**config.mk**
```make
export PLATFORM = sky130hd
export DESIGN_NAME = eaddr_gen
export DESIGN_NICKNAME = d
export VERILOG_FILES = /design/src/rtl/eag_pkg.sv /design/src/rtl/eag_index_bank.sv /design/src/rtl/eag_mem_port.sv /design/src/rtl/eaddr_gen.sv
export SDC_FILE = /design/constraint.sdc
export NUM_CORES = 1
export LEC_CHECK = 0
export BUFFER_PORTS_ARGS = -buffer_cell sky130_fd_sc_hd__buf_2
export CORE_MARGIN = 5
export CORE_UTILIZATION = 45
export CTS_BUF_LIST = sky130_fd_sc_hd__clkbuf_4 sky130_fd_sc_hd__clkbuf_8
export DETAILED_ROUTE_END_ITERATION = 16
export PLACE_DENSITY_LB_ADDON = 0.15
export REMOVE_ABC_BUFFERS = 1
export SLEW_MARGIN = 20
export SYNTH_ARGS = -nofsm -noshare
export SYNTH_HDL_FRONTEND = slang
export SYNTH_SLANG_ARGS = --single-unit
```
**constraint.sdc**
```tcl
create_clock -name clk -period 4.3 [get_ports clk]
set_input_delay 0.645 -clock clk [delete_from_list [all_inputs] [get_ports clk]]
set_output_delay 0.645 -clock clk [all_outputs]
set_load 0.02 [all_outputs]
```
**src/rtl/eag_pkg.sv**
```systemverilog
package eag_pkg;
   typedef enum logic [1:0] {
      AM_DIRECT   = 2'b00,
      AM_INDIRECT = 2'b01,
      AM_INDEXED  = 2'b10,
      AM_IMMED    = 2'b11
   } amode_e;

   typedef enum logic {
      ST_IDLE = 1'b0,
      ST_WAIT = 1'b1
   } eag_state_e;
endpackage

```
**src/rtl/eag_index_bank.sv**
```systemverilog
module eag_index_bank #(
   parameter int AW  = 13,
   parameter int NUM = 2,
   localparam int SW = (NUM > 1) ? $clog2(NUM) : 1
) (
   input  logic           clk,
   input  logic           rst_n,
   input  logic [NUM-1:0] wr_en,
   input  logic [AW-1:0]  wdata,
   input  logic [SW-1:0]  sel,
   output logic [AW-1:0]  rdata
);
   logic [AW-1:0] regs [NUM];

   for (genvar g = 0; g < NUM; g++) begin : g_reg
      always_ff @(posedge clk) begin
         if (!rst_n)
            regs[g] <= '0;
         else if (wr_en[g])
            regs[g] <= wdata;
      end
   end

   assign rdata = regs[sel];
endmodule

```
**src/rtl/eag_mem_port.sv**
```systemverilog
module eag_mem_port #(
   parameter int AW = 13
) (
   input  logic          clk,
   input  logic          rst_n,
   input  logic          launch,
   input  logic [AW-1:0] ptr,
   input  logic          ready,
   input  logic [AW-1:0] rdata,
   output logic          req,
   output logic [AW-1:0] mar,
   output logic          fill,
   output logic [AW-1:0] fill_word
);
   logic          req_q;
   logic [AW-1:0] mar_q;

   assign fill      = req_q & ready;
   assign fill_word = rdata;
   assign req       = req_q;
   assign mar       = mar_q;

   always_ff @(posedge clk) begin
      if (!rst_n) begin
         req_q <= 1'b0;
         mar_q <= '0;
      end else if (launch) begin
         req_q <= 1'b1;
         mar_q <= ptr;
      end else if (fill) begin
         req_q <= 1'b0;
      end
   end
endmodule

```
**src/rtl/eaddr_gen.sv**
```systemverilog
module eaddr_gen
   import eag_pkg::*;
#(
   parameter int OPC_W  = 3,
   parameter int MODE_W = 2,
   parameter int ADDR_W = 13,
   parameter int WORD_W = 18
) (
   input  logic              clk,
   input  logic              rst_n,
   input  logic              start,
   input  logic [WORD_W-1:0] instr,
   input  logic              ld_ia,
   input  logic              ld_ib,
   input  logic [ADDR_W-1:0] idx_din,
   output logic              mem_req,
   output logic [ADDR_W-1:0] mem_addr,
   input  logic              mem_ready,
   input  logic [ADDR_W-1:0] mem_rdata,
   output logic              busy,
   output logic              done,
   output logic [ADDR_W-1:0] ea,
   output logic              is_imm,
   output logic [OPC_W-1:0]  op_out
);
   localparam int NUM_IDX  = 2;
   localparam int SEL_W    = $clog2(NUM_IDX);
   localparam int FLD_LO   = 0;
   localparam int MODE_LO  = FLD_LO + ADDR_W;
   localparam int OPC_LO   = MODE_LO + MODE_W;

   if (OPC_W + MODE_W + ADDR_W != WORD_W) begin : g_bad_word
      $error("eaddr_gen: field widths do not sum to WORD_W");
   end
   if (MODE_W != 2) begin : g_bad_mode
      $error("eaddr_gen: four modes need MODE_W of 2");
   end
   if (SEL_W > OPC_W) begin : g_bad_sel
      $error("eaddr_gen: index select wider than opcode");
   end

   logic [OPC_W-1:0]  opc;
   amode_e            mode;
   logic [ADDR_W-1:0] field;
   logic [ADDR_W-1:0] idx_val;
   logic [ADDR_W-1:0] idx_sum;
   eag_state_e        state_q;
   logic              accept;
   logic              launch;
   logic              fill;
   logic [ADDR_W-1:0] fill_word;
   logic              done_q;
   logic              imm_q;
   logic [ADDR_W-1:0] res_q;
   logic [OPC_W-1:0]  op_q;

   assign opc     = instr[OPC_LO +: OPC_W];
   assign mode    = amode_e'(instr[MODE_LO +: MODE_W]);
   assign field   = instr[FLD_LO +: ADDR_W];
   assign accept  = start && (state_q == ST_IDLE);
   assign launch  = accept && (mode == AM_INDIRECT);
   assign idx_sum = field + idx_val;

   eag_index_bank #(.AW(ADDR_W), .NUM(NUM_IDX)) u_idx (
      .clk   (clk),
      .rst_n (rst_n),
      .wr_en ({ld_ib, ld_ia}),
      .wdata (idx_din),
      .sel   (opc[SEL_W-1:0]),
      .rdata (idx_val)
   );

   eag_mem_port #(.AW(ADDR_W)) u_mem (
      .clk       (clk),
      .rst_n     (rst_n),
      .launch    (launch),
      .ptr       (field),
      .ready     (mem_ready),
      .rdata     (mem_rdata),
      .req       (mem_req),
      .mar       (mem_addr),
      .fill      (fill),
      .fill_word (fill_word)
   );

   always_ff @(posedge clk) begin
      if (!rst_n) begin
         state_q <= ST_IDLE;
         done_q  <= 1'b0;
         imm_q   <= 1'b0;
         res_q   <= '0;
         op_q    <= '0;
      end else begin
         done_q <= 1'b0;
         if (accept) begin
            op_q  <= opc;
            imm_q <= 1'b0;
            unique case (mode)
               AM_DIRECT: begin
                  res_q  <= field;
                  done_q <= 1'b1;
               end
               AM_INDEXED: begin
                  res_q  <= idx_sum;
                  done_q <= 1'b1;
               end
               AM_IMMED: begin
                  res_q  <= field;
                  imm_q  <= 1'b1;
                  done_q <= 1'b1;
               end
               AM_INDIRECT: begin
                  state_q <= ST_WAIT;
               end
               default: ;
            endcase
         end else if (state_q == ST_WAIT && fill) begin
            res_q   <= fill_word;
            done_q  <= 1'b1;
            state_q <= ST_IDLE;
         end
      end
   end

   assign busy   = (state_q == ST_WAIT);
   assign done   = done_q;
   assign ea     = res_q;
   assign is_imm = imm_q;
   assign op_out = op_q;
endmodule

```
==> run_summary.xml, run 1 <==
<?xml version="1.0" encoding="UTF-8"?>
<metrics>
  <group name="outcome">
    <metric name="status" unit="">completed</metric>
  </group>
  <group name="final_layout">
    <metric name="multiInputGateArea" unit="sq mm">0.00167</metric>
    <metric name="layout.area.seq" unit="sq mm">0.00144</metric>
    <metric name="nNetsFinal" unit="">483</metric>
    <metric name="fillCellCount" unit="">655</metric>
    <metric name="final_area" unit="sq mm">0.00385</metric>
    <metric name="fin_util" unit="%">56.1</metric>
    <metric name="antenna-diode-count" unit="">0</metric>
    <metric name="drive_above_1_share" unit="%">28.0</metric>
    <metric name="syn_to_final_growth" unit="%">20.2</metric>
  </group>
  <group name="global_route">
    <metric name="grt_start_max_net_pins" unit="">37</metric>
    <metric name="first_global_vias" unit="">2624</metric>
    <metric name="globalRouteOverflowTotal" unit="">0</metric>
    <metric name="antenna_found_initial" unit="">0</metric>
    <metric name="grt_use_total" unit="%">18.6</metric>
    <metric name="grt_pass1_wl" unit="mm">12.7</metric>
  </group>
  <group name="floorplan">
    <metric name="effective_utilization_at_floorplan" unit="%">46.7</metric>
    <metric name="core" unit="sq mm">0.00687</metric>
    <metric name="floorplan.io_pins" unit="">83</metric>
    <metric name="floorplan.rows" unit="">30</metric>
    <metric name="floorplan.die_area" unit="sq mm">0.00891</metric>
    <metric name="die_w" unit="um">94.4</metric>
    <metric name="floorplan_die_height" unit="um">94.4</metric>
  </group>
  <group name="logic_synthesis">
    <metric name="synth_enable_flop_cells" unit="">26</metric>
    <metric name="netlist.top_cell.by_area" unit="">edfxtp_1</metric>
    <metric name="yosys-top-cells-area" unit="">edfxtp_1 (24%), dfxtp_1 (21%), nand2_1 (6.6%)</metric>
    <metric name="netlist_area" unit="sq mm">0.00321</metric>
    <metric name="synth.lib_cells_used.distinct" unit="">53</metric>
    <metric name="synthArstFlopShare" unit="%">0</metric>
    <metric name="synthCells" unit="">341</metric>
    <metric name="netlist_top_cells_count" unit="">nand2_1 (56), a21oi_1 (33), dfxtp_1 (33), and3_1 (28), edfxtp_1 (26)</metric>
    <metric name="post-synth-top-area-fraction" unit="%">24.3</metric>
    <metric name="post_synth.cell_area_avg" unit="sq um">9.40</metric>
    <metric name="synth_seq_cells" unit="">59</metric>
    <metric name="seq_area_frac_synth" unit="%">44.9</metric>
    <metric name="library_cell_with_the_highest_instance_count_after_synthesis" unit="">nand2_1</metric>
    <metric name="synth_ff_type" unit="">dfxtp_1</metric>
    <metric name="ys_warn_count" unit="">0</metric>
  </group>
  <group name="sta">
    <metric name="rsz0062_at_grt" unit="">false</metric>
    <metric name="count_of_pins_over_their_slew_limit" unit="">0</metric>
    <metric name="setup_tns" unit="ns">0</metric>
    <metric name="relSlewSlack" unit="%">51.9</metric>
    <metric name="setup-violations-final" unit="">0</metric>
    <metric name="final-hold-violation-count" unit="">0</metric>
    <metric name="fin_clk_skew" unit="ns">0.00834</metric>
    <metric name="finalCriticalPeriod" unit="ns">2.95</metric>
    <metric name="worstMarginPinSlew" unit="ns">0.722</metric>
    <metric name="maxClockFrequency" unit="MHz">339</metric>
    <metric name="finalCritPeriodShare" unit="%">68.7</metric>
  </group>
  <group name="clocking">
    <metric name="cts-root-buf" unit="">clkbuf_8</metric>
    <metric name="number_of_instances_resized_during_post_cts_repair" unit="">0</metric>
    <metric name="cts_post_setup_buffers_inserted" unit="">0</metric>
    <metric name="clk_pin_slew_worst_paths" unit="ns">0.06</metric>
    <metric name="htree_num_levels" unit="">3</metric>
    <metric name="numCtsBuffers" unit="">9</metric>
    <metric name="clkSinkCount" unit="">59</metric>
    <metric name="later_pin_clock_latency_in_the_skew_report" unit="ns">0.34</metric>
    <metric name="tritoncts_clock_tree" unit="">yes</metric>
    <metric name="holdBufCountCts" unit="">0</metric>
    <metric name="buffer_levels_on_the_longest_clock_path" unit="">2</metric>
  </group>
  <group name="critical_path">
    <metric name="critical_path_class" unit="">input port to flip-flop</metric>
    <metric name="endpoint_kind" unit="">flip-flop</metric>
    <metric name="arrival" unit="ns">3.17</metric>
    <metric name="timing.critical_path.cells" unit="">buf_2 &gt; mux2_2 &gt; ha_1 &gt; fa_1 &gt; a21o_1 &gt; a221o_1 &gt; a211oi_2 &gt; nor4_1 &gt; or3_1</metric>
    <metric name="required_time_of_the_critical_path" unit="ns">4.52</metric>
    <metric name="worstPathBufferInverterCount" unit="">1</metric>
    <metric name="critical_path.slowest_cell" unit="">fa_1</metric>
    <metric name="cpPeakStageDelay" unit="ns">0.41</metric>
    <metric name="path_delay_family" unit="">compound AO/OA/AOI/OAI gates</metric>
    <metric name="cp-start-kind" unit="">input port</metric>
    <metric name="crit_path_max_fanout" unit="">14</metric>
  </group>
  <group name="routing">
    <metric name="avgViaCountPerCell" unit="">5.36</metric>
    <metric name="detail-route-antenna-nets" unit="">0</metric>
    <metric name="detail_route.wl_per_cell" unit="um">15.6</metric>
    <metric name="detailroute.via_count" unit="">2770</metric>
    <metric name="detail_route.iter0.violations" unit="">133</metric>
    <metric name="remaining_drc_errors" unit="">0</metric>
    <metric name="drt_first_pass_iters" unit="">4</metric>
    <metric name="wl" unit="mm">8.05</metric>
  </group>
  <group name="placed_design">
    <metric name="placement.io_buffers" unit="">82</metric>
    <metric name="detailed_place_hpwl" unit="mm">5.93</metric>
    <metric name="gp_congestion" unit="">0.849</metric>
    <metric name="dpl_cell_area" unit="sq mm">0.00367</metric>
  </group>
  <group name="run">
    <metric name="maxCapViolCount" unit="">0</metric>
  </group>
  <group name="pwr">
    <metric name="power.ir.vdd_worst" unit="uV">248</metric>
    <metric name="powerDensity" unit="mW/mm^2">361</metric>
    <metric name="p_leak" unit="nW">1.76</metric>
  </group>
  <group name="worst_hold_path">
    <metric name="holdCritPathClass" unit="">flip-flop to flip-flop</metric>
  </group>
</metrics>
## through the flow
step | setup slack [ns] | hold slack (ns) | cells | total power [W]
after floorplan | 1.50 | 0.530 | 321 | 0.000842
after global placement | 1.02 | 0.437 | 501 | 0.000941
after detailed placement | 0.985 | 0.443 | 501 | 0.000948
after CTS | 1.35 | 0.452 | 517 | 0.00141
after global routing | 1.20 | 0.474 | 517 | 0.00146
final | 1.35 | 0.450 | 517 | 0.00139
## kinds of logic (layout without fill, tap and decap cells)
family	Yosys count	after routing	synth area share, %
AO/OA/AOI/OAI	79	79	15.9
XOR/XNOR	7	7	1.91
adder cells (fa/ha/maj)	17	17	6.87
buffers and inverters	25	105	3.12
flip-flops	59	59	44.9
multiplexers	16	16	5.46
AND/OR/NAND/NOR	138	138	21.8
## cell type report
cell class                 instances  share of cell area, %
multi-input combinational        257                   43.3
sequential                        59                   37.4
timing repair buffer              84                   11.0
clock buffer                      13                   4.32
tap                               96                   3.12
inverter                           5                  0.487
clock inverter                     3                  0.357
## registers in the layout, indices dropped and copies added (netlist names)
name	count
busy	1
is_imm	1
u_idx.regs	26
ea	13
op_out	3
u_mem.mar	13
done	1
u_mem.req	1
## path summary, 6_finish.rpt
path,from,end,slack (ns),cells after the start
setup / recovery,instr[15],ea[10],1.35,9
hold / removal,u_mem.mar[6],u_mem.mar[6],0.45,2
setup reg to reg,u_idx.regs[0][0],ea[10],1.66,8
hold reg to reg,u_mem.mar[6],u_mem.mar[6],0.45,2
## metal layers
metal / up-vias / track usage [%] / routed length (um) / share of wire, %
met5: - / 0 / 0 / 0
met4: 0 / 7.70 / 87 / 1.1
met3: 8 / 4.70 / 553 / 6.9
met2: 90 / 29.7 / 3720 / 46
met1: 1273 / 24.0 / 3680 / 46
li1: 1399 / - / - / -
## placed cells by master, fill, tap and decap left out, types with 11 or more instances in the layout
cell type  instances
nand2_1           56
dfxtp_1           33
clkbuf_8          11
edfxtp_1          26
a21oi_1           33
and3_1            28
nor2_1            16
ha_1              16
mux2_2            12
buf_2             82
## worst register-to-register path: cells and delay by family, from the launching register on
| kind | cells | cell delay, ns |
|---|---|---|
| AOI/OAI and AO/OA | 3 | 0.82 |
| adders and majority gates | 2 | 0.62 |
| DFF | 1 | 0.38 |
| muxes | 1 | 0.27 |
| and+or+nand+nor | 2 | 0.44 |
## power breakdown
group          switching (W)  internal (W)  total (W)
clock network       0.000204      0.000249   0.000453
registers          0.0000157      0.000626   0.000642
logic               0.000177      0.000118   0.000295
total               0.000396      0.000994    0.00139
(Power assumes the default switching activity.)
==> run 2, diff against run 1 <==
Clock period 4.3 ns to 2.43 ns, I/O delays scaled along.
==> run_summary.xml, run 2 (synthesis results as in run 1) <==
<?xml version="1.0" encoding="UTF-8"?>
<metrics>
  <group name="routing">
    <metric name="detail_route.iter0.violations" unit="">119</metric>
    <metric name="detailroute.via_count" unit="">2845</metric>
    <metric name="wl" unit="mm">8.18</metric>
    <metric name="detail-route-antenna-nets" unit="">0</metric>
    <metric name="drt_first_pass_iters" unit="">5</metric>
    <metric name="detail_route.wl_per_cell" unit="um">15.0</metric>
    <metric name="avgViaCountPerCell" unit="">5.22</metric>
    <metric name="remaining_drc_errors" unit="">0</metric>
  </group>
  <group name="final_layout">
    <metric name="fin_util" unit="%">60.0</metric>
    <metric name="drive_above_1_share" unit="%">33.9</metric>
    <metric name="antenna-diode-count" unit="">0</metric>
    <metric name="fillCellCount" unit="">630</metric>
    <metric name="max_flop_register" unit="">u_idx.regs</metric>
    <metric name="syn_to_final_growth" unit="%">28.5</metric>
    <metric name="layout.cells.most_common_list" unit="">buf_2 (82), nand2_1 (56), a21oi_1 (33), dfxtp_1 (33), buf_4 (29)</metric>
    <metric name="nNetsFinal" unit="">511</metric>
    <metric name="multiInputGateArea" unit="sq mm">0.00171</metric>
    <metric name="layout.area.seq" unit="sq mm">0.00144</metric>
    <metric name="largest_register_ff_count" unit="">26</metric>
    <metric name="mostFrequentLayoutCell" unit="">buf_2</metric>
  </group>
  <group name="critical_path">
    <metric name="critical_path_class" unit="">flip-flop to flip-flop</metric>
    <metric name="required_time_of_the_critical_path" unit="ns">2.66</metric>
    <metric name="crit_path_max_fanout" unit="">3</metric>
    <metric name="arrival" unit="ns">2.69</metric>
    <metric name="endpoint_kind" unit="">flip-flop</metric>
    <metric name="cp-start-kind" unit="">flip-flop</metric>
  </group>
  <group name="worst_hold_path">
    <metric name="holdCritPathClass" unit="">input port to flip-flop</metric>
  </group>
  <group name="pwr">
    <metric name="total_power" unit="W">0.00260</metric>
    <metric name="power.ir.vdd_worst" unit="uV">350</metric>
    <metric name="powerDensity" unit="mW/mm^2">631</metric>
    <metric name="p_leak" unit="nW">1.89</metric>
  </group>
  <group name="floorplan">
    <metric name="die_w" unit="um">94.4</metric>
    <metric name="floorplan.io_pins" unit="">83</metric>
    <metric name="floorplan.rows" unit="">30</metric>
    <metric name="effective_utilization_at_floorplan" unit="%">46.7</metric>
    <metric name="floorplan.die_area" unit="sq mm">0.00891</metric>
    <metric name="floorplan_die_height" unit="um">94.4</metric>
    <metric name="core" unit="sq mm">0.00687</metric>
  </group>
  <group name="clocking">
    <metric name="htree_num_levels" unit="">3</metric>
    <metric name="cts-root-buf" unit="">clkbuf_8</metric>
    <metric name="clk_pin_slew_worst_paths" unit="ns">0.07</metric>
    <metric name="numCtsBuffers" unit="">9</metric>
    <metric name="clkSinkCount" unit="">59</metric>
    <metric name="buffer_levels_on_the_longest_clock_path" unit="">2</metric>
    <metric name="tritoncts_clock_tree" unit="">yes</metric>
    <metric name="later_pin_clock_latency_in_the_skew_report" unit="ns">0.33</metric>
  </group>
  <group name="sta">
    <metric name="worstMarginPinSlew" unit="ns">0.651</metric>
    <metric name="count_of_pins_over_their_slew_limit" unit="">0</metric>
    <metric name="finalCriticalPeriod" unit="ns">2.46</metric>
    <metric name="finalCritPeriodShare" unit="%">101</metric>
    <metric name="fin_clk_skew" unit="ns">0.00840</metric>
    <metric name="final_critical_path_setup_slack" unit="ns">-0.0317</metric>
    <metric name="worst_hold_slack" unit="ns">0.268</metric>
    <metric name="setup-violations-final" unit="">3</metric>
    <metric name="relSlewSlack" unit="%">56.6</metric>
    <metric name="rsz0062_at_grt" unit="">true</metric>
    <metric name="final-hold-violation-count" unit="">0</metric>
    <metric name="maxClockFrequency" unit="MHz">406</metric>
  </group>
  <group name="global_route">
    <metric name="globalRouteOverflowTotal" unit="">0</metric>
    <metric name="first_global_vias" unit="">2748</metric>
    <metric name="grt_start_max_net_pins" unit="">20</metric>
    <metric name="grt_use_total" unit="%">19.6</metric>
    <metric name="grt_pass1_wl" unit="mm">13.5</metric>
    <metric name="antenna_found_initial" unit="">0</metric>
  </group>
  <group name="placed_design">
    <metric name="gp_congestion" unit="">0.870</metric>
    <metric name="detailed_place_hpwl" unit="mm">6.23</metric>
    <metric name="detailedPlace.worstSlack" unit="ns">-0.408</metric>
    <metric name="placement.io_buffers" unit="">82</metric>
  </group>
  <group name="outcome">
    <metric name="violations_in_the_final_reports" unit="">negative setup slack</metric>
    <metric name="status" unit="">finished, violations left</metric>
  </group>
  <group name="run">
    <metric name="maxCapViolCount" unit="">0</metric>
  </group>
</metrics>
[run 2: per-stage QoR]
stage               setup TNS (ns)  cells  area (sq um)
floorplan                   -0.196    321          3130
global placement             -1.12    527          3870
detailed placement           -1.38    527          3870
CTS                         -0.293    545          4110
global route                -0.562    545          4120
finish                     -0.0727    545          4120
[run 2: worst max-delay path, stage by stage, from the launching register on]
cell,delay [ns]
edfxtp_1,0.36
mux2_4,0.29
ha_4,0.16
fa_2,0.34
a21o_1,0.20
a221o_1,0.36
buf_6,0.15
a31oi_4,0.12
and4b_1,0.19
and4b_1,0.18
[run 2: timing repair]
item,4_1_cts,5_1_grt
buffers inserted,2,0
pin swaps,8,5
setup endpoints to repair,4,5
hold buffers,0,0
gates cloned,0,0
gates resized for setup,5,4
[run 2: cell type report]
class                   count  share of cell area (%)
clock buffers              10                    3.19
well taps                  96                    2.91
inverters                   5                   0.455
flip-flops and latches     59                    35.0
multi-input cells         257                    41.6
repair buffers            112                    15.5
clock inverters             6                    1.37
[run 2: per-layer routing]
metal	vias up	track usage (%)	wire length, um
li1	1452	-	-
met1	1286	26.9	3820
met2	95	30.2	3590
met3	12	4.30	640
met4	0	7.82	128
met5	-	0	0
[run 2: path summary, 6_finish.rpt]
kind | startpoint | slack [ns] | end | cells after the start
min reg2reg | is_imm | 0.45 | is_imm | 2
max | u_idx.regs[0][0] | -0.03 | ea[12] | 9
max reg2reg | u_idx.regs[0][0] | -0.03 | ea[12] | 9
min | instr[16] | 0.27 | op_out[1] | 3
[run 2: report_power, final]
part           internal (W)  total (W)  switching, W
clock              0.000476   0.000860      0.000384
combinational      0.000273   0.000608      0.000335
sequential          0.00111    0.00113     0.0000265
